File: config.mk
export PLATFORM = sky130hd
export DESIGN_NAME = addr_data_memtest
export DESIGN_NICKNAME = d
export VERILOG_FILES = /design/src/rtl/mt_pkg.sv /design/src/rtl/mt_range.sv /design/src/rtl/mt_pattern.sv /design/src/rtl/mt_check.sv /design/src/rtl/addr_data_memtest.sv
export SDC_FILE = /design/constraint.sdc
export NUM_CORES = 1
export LEC_CHECK = 0
export BUFFER_PORTS_ARGS = -buffer_cell sky130_fd_sc_hd__buf_4
export CAP_MARGIN = 20
export CORE_MARGIN = 2
export CORE_UTILIZATION = 54
export CTS_CLUSTER_DIAMETER = 60
export DETAILED_ROUTE_END_ITERATION = 16
export PLACE_DENSITY = 0.82
export SYNTH_ARGS = -nofsm -noshare
export SYNTH_HDL_FRONTEND = slang
export SYNTH_SLANG_ARGS = --single-unit
File: constraint.sdc
create_clock -name clk_i -period 6.55 [get_ports clk_i]
set_clock_uncertainty 0.05 [all_clocks]
set_input_delay 0.9825 -clock clk_i [delete_from_list [all_inputs] [get_ports clk_i]]
set_output_delay 0.9825 -clock clk_i [all_outputs]
set_load 0.1 [all_outputs]
File: src/rtl/mt_pkg.sv
package mt_pkg;
  typedef enum logic [1:0] {
    STEP_FULL     = 2'd0,
    STEP_FULL_INV = 2'd1,
    STEP_LOW      = 2'd2,
    STEP_HIGH     = 2'd3
  } step_e;

  typedef enum logic [1:0] {
    ST_IDLE,
    ST_FILL,
    ST_READ,
    ST_TAIL
  } state_e;

  function automatic logic [3:0] err_code(step_e s);
    return 4'd11 + {2'b00, s};
  endfunction
endpackage

File: src/rtl/mt_range.sv
module mt_range
  import mt_pkg::*;
#(
  parameter int AW = 10
) (
  input  step_e         step_i,
  output logic [AW-1:0] lo_o,
  output logic [AW-1:0] hi_o
);
  // bank 1 is the upper half, bank 0 the lower half
  assign lo_o = (step_i == STEP_HIGH) ? {1'b1, {(AW-1){1'b0}}} : '0;
  assign hi_o = (step_i == STEP_LOW)  ? {1'b0, {(AW-1){1'b1}}} : '1;
endmodule

File: src/rtl/mt_pattern.sv
module mt_pattern #(
  parameter int AW = 10,
  parameter int DW = 32
) (
  input  logic [AW-1:0] addr_i,
  input  logic          inv_i,
  output logic [DW-1:0] data_o
);
  logic [DW-1:0] base;

  always_comb begin
    base = '0;
    base[AW+1:0] = {addr_i, 2'b00};
  end

  assign data_o = inv_i ? ~base : base;
endmodule

File: src/rtl/mt_check.sv
module mt_check #(
  parameter int AW = 10,
  parameter int DW = 32
) (
  input  logic          clk_i,
  input  logic          rst_ni,
  input  logic          issue_i,
  input  logic [AW-1:0] addr_i,
  input  logic          inv_i,
  input  logic [DW-1:0] rdata_i,
  output logic          mism_o,
  output logic [AW-1:0] pend_addr_o
);
  logic          pend_vld_q;
  logic          pend_inv_q;
  logic [AW-1:0] pend_addr_q;
  logic [DW-1:0] exp_data;

  always_ff @(posedge clk_i or negedge rst_ni) begin
    if (!rst_ni) begin
      pend_vld_q  <= 1'b0;
      pend_inv_q  <= 1'b0;
      pend_addr_q <= '0;
    end else begin
      pend_vld_q <= issue_i;
      if (issue_i) begin
        pend_inv_q  <= inv_i;
        pend_addr_q <= addr_i;
      end
    end
  end

  mt_pattern #(.AW(AW), .DW(DW)) u_exp (
    .addr_i(pend_addr_q),
    .inv_i (pend_inv_q),
    .data_o(exp_data)
  );

  assign mism_o      = pend_vld_q && (rdata_i != exp_data);
  assign pend_addr_o = pend_addr_q;
endmodule

File: src/rtl/addr_data_memtest.sv
module addr_data_memtest
  import mt_pkg::*;
#(
  parameter int AW = 10,
  parameter int DW = 32
) (
  input  logic          clk_i,
  input  logic          rst_ni,
  input  logic          start_i,
  output logic          busy_o,
  output logic          done_o,
  output logic          pass_o,
  output logic [1:0]    step_o,
  output logic          phase_o,
  output logic [3:0]    progress_o,
  output logic [3:0]    err_code_o,
  output logic [AW-1:0] fail_addr_o,
  output logic [DW-1:0] fail_data_o,
  output logic          mem_en_o,
  output logic          mem_we_o,
  output logic [AW-1:0] mem_addr_o,
  output logic [DW-1:0] mem_wdata_o,
  input  logic [DW-1:0] mem_rdata_i
);
  localparam int PW = 3;  // progress digit covers eighths of the space

  state_e        state_q;
  step_e         step_q, rng_step;
  logic [AW-1:0] cnt_q, rng_lo, rng_hi, pend_addr, fail_addr_q;
  logic [DW-1:0] fail_data_q;
  logic [3:0]    err_q;
  logic          done_q, pass_q, mism, at_hi, inv, issue;

  assign inv      = (step_q == STEP_FULL_INV);
  assign issue    = (state_q == ST_READ);
  // in the tail cycle the range unit already looks at the next step
  assign rng_step = (state_q == ST_TAIL) ? step_e'(step_q + 2'd1) : step_q;
  assign at_hi    = (cnt_q == rng_hi);

  mt_range #(.AW(AW)) u_range (
    .step_i(rng_step),
    .lo_o  (rng_lo),
    .hi_o  (rng_hi)
  );

  mt_pattern #(.AW(AW), .DW(DW)) u_wpat (
    .addr_i(cnt_q),
    .inv_i (inv),
    .data_o(mem_wdata_o)
  );

  mt_check #(.AW(AW), .DW(DW)) u_chk (
    .clk_i      (clk_i),
    .rst_ni     (rst_ni),
    .issue_i    (issue),
    .addr_i     (cnt_q),
    .inv_i      (inv),
    .rdata_i    (mem_rdata_i),
    .mism_o     (mism),
    .pend_addr_o(pend_addr)
  );

  always_ff @(posedge clk_i or negedge rst_ni) begin
    if (!rst_ni) begin
      state_q     <= ST_IDLE;
      step_q      <= STEP_FULL;
      cnt_q       <= '0;
      done_q      <= 1'b0;
      pass_q      <= 1'b0;
      err_q       <= '0;
      fail_addr_q <= '0;
      fail_data_q <= '0;
    end else begin
      done_q <= 1'b0;
      if ((state_q == ST_READ || state_q == ST_TAIL) && mism) begin
        state_q     <= ST_IDLE;
        done_q      <= 1'b1;
        pass_q      <= 1'b0;
        err_q       <= err_code(step_q);
        fail_addr_q <= pend_addr;
        fail_data_q <= mem_rdata_i;
      end else begin
        unique case (state_q)
          ST_IDLE: if (start_i) begin
            state_q     <= ST_FILL;
            step_q      <= STEP_FULL;
            cnt_q       <= '0;
            pass_q      <= 1'b0;
            err_q       <= '0;
            fail_addr_q <= '0;
            fail_data_q <= '0;
          end
          ST_FILL: begin
            if (at_hi) begin
              state_q <= ST_READ;
              cnt_q   <= rng_lo;
            end else begin
              cnt_q <= cnt_q + 1'b1;
            end
          end
          ST_READ: begin
            if (at_hi) state_q <= ST_TAIL;
            else       cnt_q   <= cnt_q + 1'b1;
          end
          ST_TAIL: begin
            if (step_q == STEP_HIGH) begin
              state_q <= ST_IDLE;
              done_q  <= 1'b1;
              pass_q  <= 1'b1;
            end else begin
              step_q  <= rng_step;
              cnt_q   <= rng_lo;
              state_q <= ST_FILL;
            end
          end
        endcase
      end
    end
  end

  assign busy_o      = (state_q != ST_IDLE);
  assign done_o      = done_q;
  assign pass_o      = pass_q;
  assign step_o      = step_q;
  assign phase_o     = (state_q == ST_READ) || (state_q == ST_TAIL);
  assign progress_o  = {1'b0, cnt_q[AW-1 -: PW]} + 4'd1;
  assign err_code_o  = err_q;
  assign fail_addr_o = fail_addr_q;
  assign fail_data_o = fail_data_q;
  assign mem_en_o    = (state_q == ST_FILL) || (state_q == ST_READ);
  assign mem_we_o    = (state_q == ST_FILL);
  assign mem_addr_o  = cnt_q;
endmodule

## Yosys cells after proc, flatten, opt, wreduce, memory -nomap -nowiden

Index checks and enable logic that the tools add are counted.
Widths: inputs -> output; s select.

- Bitwise logic cells: 3
- Mux-type cells: 34
- Reduce and logical (&&, ||, !) cells: 15
- Eq/ne operators: 16
- Add/sub/neg operators: 4

Operators with widths:

| kind | number |
|---|---|
| $mux 32 | 5 |
| $mux 10 | 8 |
| $not 12->32 | 2 |
| $pmux 10 s4 | 1 |
| $ne 32x32->1 | 1 |
| $mux 2 | 7 |
| $mux 4 | 3 |
| $add 10x1->10 const B | 1 |
| $eq 10x10->1 | 1 |
| $eq 2x2->1 const B | 5 |
| $pmux 2 s4 | 1 |
| $reduce_and 4->1 | 2 |
| $reduce_bool 2->1 | 4 |
| $mux 1 | 7 |
| $ne 2x2->1 const B | 3 |
| $ne 3x1->1 const B | 2 |
| $ne 3x3->1 const B | 2 |
| $reduce_and 3->1 | 2 |
| $add 3x1->4 const B | 1 |
| $add 4x2->4 const A | 1 |
| $eq 2x1->1 const B | 2 |
| $pmux 2 s2 | 1 |
| $reduce_bool 3->1 | 1 |
| $add 2x1->2 const B | 1 |
| 6 further kinds | 8 |

- Flip-flop bits (word level): 74
- Word-level logic and storage cells: 83
- Bits of input ports: 35

## Longest topological paths before layout

- Depth in word-level cells: 8
- Depth in mapped cells: 10

## Cells and area by module

A second synthesis with hierarchy kept.

- Cell total of the unflattened synthesis: 436
- Area total of the unflattened synthesis: 4,541.9 um^2

By module, submodules not included:

| module | sequential area each (um^2) | cells an instance | area each (um^2) | times used |
|---|---|---|---|---|
| addr_data_memtest | 1,551.5 | 281 | 3,079.2 | 1 |
| mt_check | 300.3 | 67 | 779.5 | 1 |
| mt_pattern | 0.0 | 33 | 264.0 | 2 |
| mt_range | 0.0 | 22 | 155.1 | 1 |

## Least setup slack after synthesis

OpenSTA, ideal clock, no wires.

- Kind: reg-to-output
- Start: reg step_q[0], in the netlist step_o[0]
- End: out mem_wdata_o[10]
- Slack: 1.914 ns
- Data required time: 5.517 ns
- Arrival: 3.604 ns
- Path buffers: 1
- Cell stages (with the launch flop): 4
- Path through: dfrtp_1 ha_1 buf_1 xor2_1

- Cells in the longest elaborated chain, start to end: 2

Ends and longest elaborated chain:

| element | RTL line | text |
|---|---|---|
| start: declaration | addr_data_memtest.sv:28 | `step_e step_q, rng_step;` |
| start signal: assignment | addr_data_memtest.sv:111 | `step_q <= rng_step;` |
| $eq 2x1->1 | addr_data_memtest.sv:34 | `assign inv = (step_q == STEP_FULL_INV);` |
| net inv | addr_data_memtest.sv:32 | `logic done_q, pass_q, mism, at_hi, inv, issue;` |
| $mux 32 | mt_pattern.sv:16 | `assign data_o = inv_i ? ~base : base;` |
| end: declaration | addr_data_memtest.sv:22 | `output logic [DW-1:0] mem_wdata_o,` |

The timed path passes the listed nets, and every way through them passes these cells.

## Worst setup path in the final report

- Start: reg step_q[1], in the netlist step_o[1]
- End: out mem_wdata_o[6]

- Cells in the longest elaborated chain, start to end: 2

Ends and longest elaborated chain:

| element | RTL line |
|---|---|
| $eq 2x1->1 | addr_data_memtest.sv:34 |
| $mux 32 | mt_pattern.sv:16 |

No other way between the ends.

==> results.sh <==
export IMPL_worstPathArrival_ps=2360
export IMPL_maxCapViolations=0
export IMPL_cts_sinks=74
export IMPL_clk_latency_ps=350
export IMPL_cts_root_buf="clkbuf_8"
export IMPL_drv_slew=0
export IMPL_worstSetupPathType="flop to output port"
export IMPL_slowest_delay_ps=600
export IMPL_cp_buffers_inverters=3
export IMPL_path_clk_slew_ps=80
export IMPL_wire_per_inst_um=14.92
export IMPL_dieHeight_um=89.22
export IMPL_final_nets=580
export IMPL_max_freq_mhz=294.4
export IMPL_synth_edf_count=0
export IMPL_synth_top_area_share_pct=47.22
export IMPL_drtIter0Drc=230
export IMPL_grt_pass1_wl_mm=15.19
export IMPL_rsz0062_at_grt="false"
export IMPL_hold_violations=0
export IMPL_remaining_drc_errors=0
export IMPL_grt_use_met2_pct=37.91
export IMPL_cts_max_level=3
export IMPL_hpwl_mm=6.822
export IMPL_critical_path_max_fanout=23
export IMPL_status="finished, final reports clean"
export IMPL_cp_num_cells=5
export IMPL_hold_start="err_code_o[3]"
export IMPL_yosysWarningCount=0
export IMPL_cts_made_buffers=9
export IMPL_synth_most_common_cell="nand2_1"
export IMPL_r2r_slack_ps=3250
export IMPL_holdPathEnd="err_code_o[3]"
export IMPL_grt_pass1_vias=3122
export IMPL_placementRows=31
export IMPL_setup_violations_final=0
export IMPL_r2r_start="state_q[0]"
export IMPL_crit_path_end_kind="output port"
export IMPL_worst_pin_slew_ps=989.2
export IMPL_cts_max_path_buffers=2
export IMPL_core_sq_um=7137
export IMPL_dr_pass1_iters=5
export IMPL_synthFlopType="dfrtp_1"
export IMPL_min_period_over_period_pct=51.86
export IMPL_ys_types=45
export IMPL_die_w_um=89.22
export IMPL_fin_tns_setup_ps=0
export IMPL_drive_gt1_share_pct=31.91
export IMPL_fill_cells=575
export IMPL_r2r_end="fail_addr_o[1]"
export IMPL_synthesis_nets=477
export IMPL_crit_slowest_cell="ha_1"
export IMPL_start_kind="flop"
export IMPL_synthArstFlopShare_pct=100.0
export IMPL_area_growth_synth_to_final_pct=28.08
export IMPL_ctsResizeCount=0
export IMPL_critPathTopFamily="buffers and inverters"
export IMPL_hold_depth=2
export IMPL_via_count=3482
export IMPL_die_area_sq_um=7959
export IMPL_grtUsageMet3_pct=5.448
export IMPL_initial_utilization_pct=54.94
export IMPL_overflow=0
export IMPL_synth_area_sq_um=3921
export IMPL_synth_cells=431
export IMPL_viasPerCell=5.458
export IMPL_postRouteAntennaNets=0
export IMPL_grt_usage_pct=24.87
export IMPL_cp_cell_sequence="inv_1 > ha_1 > buf_4 > xor2_1 > buf_4"
export IMPL_diodes=0
export IMPL_fin_crit_ps=3397
export IMPL_required_ps=5520
export IMPL_busiest_layer="met2"
export IMPL_slew_headroom_pct=34.06
export IMPL_gp_congestion=0.8245
export IMPL_hp_class="flop to flop"
export IMPL_ys_seq_area_share_pct=47.22
export IMPL_synthTopCellsByArea="dfrtp_1 47%, nand2_1 9.5%, o21ai_0 4.7%, xor2_1 4.7%, buf_4 4.2%"
export IMPL_grt_max_degree=75
export IMPL_synth_area_per_cell_sq_um=9.098
export IMPL_synthTopCellsByCount="99 x nand2_1, 74 x dfrtp_1, 37 x o21ai_0"
export IMPL_cts_tree="built"
export IMPL_antenna_found_initial=0
export IMPL_portBuffers=134
export IMPL_grt_util_met1_pct=34.59
export IMPL_post_cts_setup_buffers=0
export IMPL_ys_ff_latch=74
export IMPL_reg2regPathDepth=7
export IMPL_crit_top_cell="buf_4"
export IMPL_cts_hold_fix_buffers=0
export IMPL_synth_top_area_cell="dfrtp_1"
export IMPL_drt_wl_total_mm=9.521
export IMPL_io_pins=135
state kept, by name (all words and copies together) (netlist names), 2 cells and up:
name and cells:
err_code_o 4, fail_addr_o 10, state_q 2, fail_data_o 32, u_chk.pend_addr_o 10, mem_addr_o 10
step_o 2
worst max-delay path by stage:
stage | slack, ps | end | start
3_5_place_dp | 2790 | fail_data_o[21] | mem_rdata_i[12]
3_3_place_gp | 2880 | mem_addr_o[9] | mem_rdata_i[12]
6_report | 3150 | mem_wdata_o[6] | step_o[1]
5_1_grt | 2960 | fail_data_o[4] | mem_rdata_i[12]
2_1_floorplan | 1910 | mem_wdata_o[10] | step_o[0]
4_1_cts | 3130 | mem_wdata_o[6] | step_o[1]
layout by cell type (no fill, tap or decap), types with 2 or more instances in the layout:
cell	n
or3_1	7
nand4_1	7
clkinv_2	3
clkbuf_8	10
dfrtp_1	74
a21oi_1	6
nor2_1	10
xor2_1	21
inv_1	12
nand2_1	99
mux2_2	11
o21ai_1	21
nor4_1	4
ha_1	11
or4_1	4
nand3_1	14
o31ai_1	5
buf_4	137
o21ai_0	37
or2_2	2
nor3_1	7
o2bb2ai_1	2
and2_1	4
and3_1	5
mux2i_1	3
final cells by class:
cell class	instances	area, sq um	share of cell area, %
multi-input cells	299	1773	35.30
repair buffers	138	1033	20.58
well taps	99	123.9	2.466
clock inverters	5	53.80	1.071
clock buffers	11	141.4	2.815
inverters	12	45.04	0.8969
flip-flops and latches	74	1852	36.87
through the flow:
| step | std cells | setup WS [ps] | instance area, sq um | hold slack (ps) | util [%] |
|---|---|---|---|---|---|
| after global routing | 638 | 2964 | 5022 | 481.8 | 70.37 |
| final | 638 | 3153 | 5022 | 438.2 | 70.37 |
| after global placement | 621 | 2882 | 4822 | 416.4 | 67.57 |
| after CTS | 637 | 3127 | 5017 | 442.1 | 70.30 |
| after floorplan | 431 | 1914 | 3921 | 436.9 | - |
| after detailed placement | 621 | 2786 | 4822 | 423.4 | 67.57 |
cell families after synthesis:
kind of cell	count (synthesis)	share of synthesized area, %
AOI/OAI and AO/OA	85	13.15
xor gates and xnor gates	21	4.691
adders and majority gates	11	3.510
buffers and inverters	58	7.945
DFF	74	47.22
muxes	14	3.925
and+or+nand+nor	168	19.56
tightest hold or removal path: stages, from the launching register on:
cell and delay (ps):
dfrtp_1 350, nand2_1 60, nand2_1 60
metal layers:
layer	share of wire, %	routed length (um)
met4	2.1	196
met2	49	4631
met3	7.9	755
met1	41	3938
met5	0	0
Power is left out: the tool's default activity adds up to more than one toggle a clock period on the data nets, which glitch-free logic cannot reach.
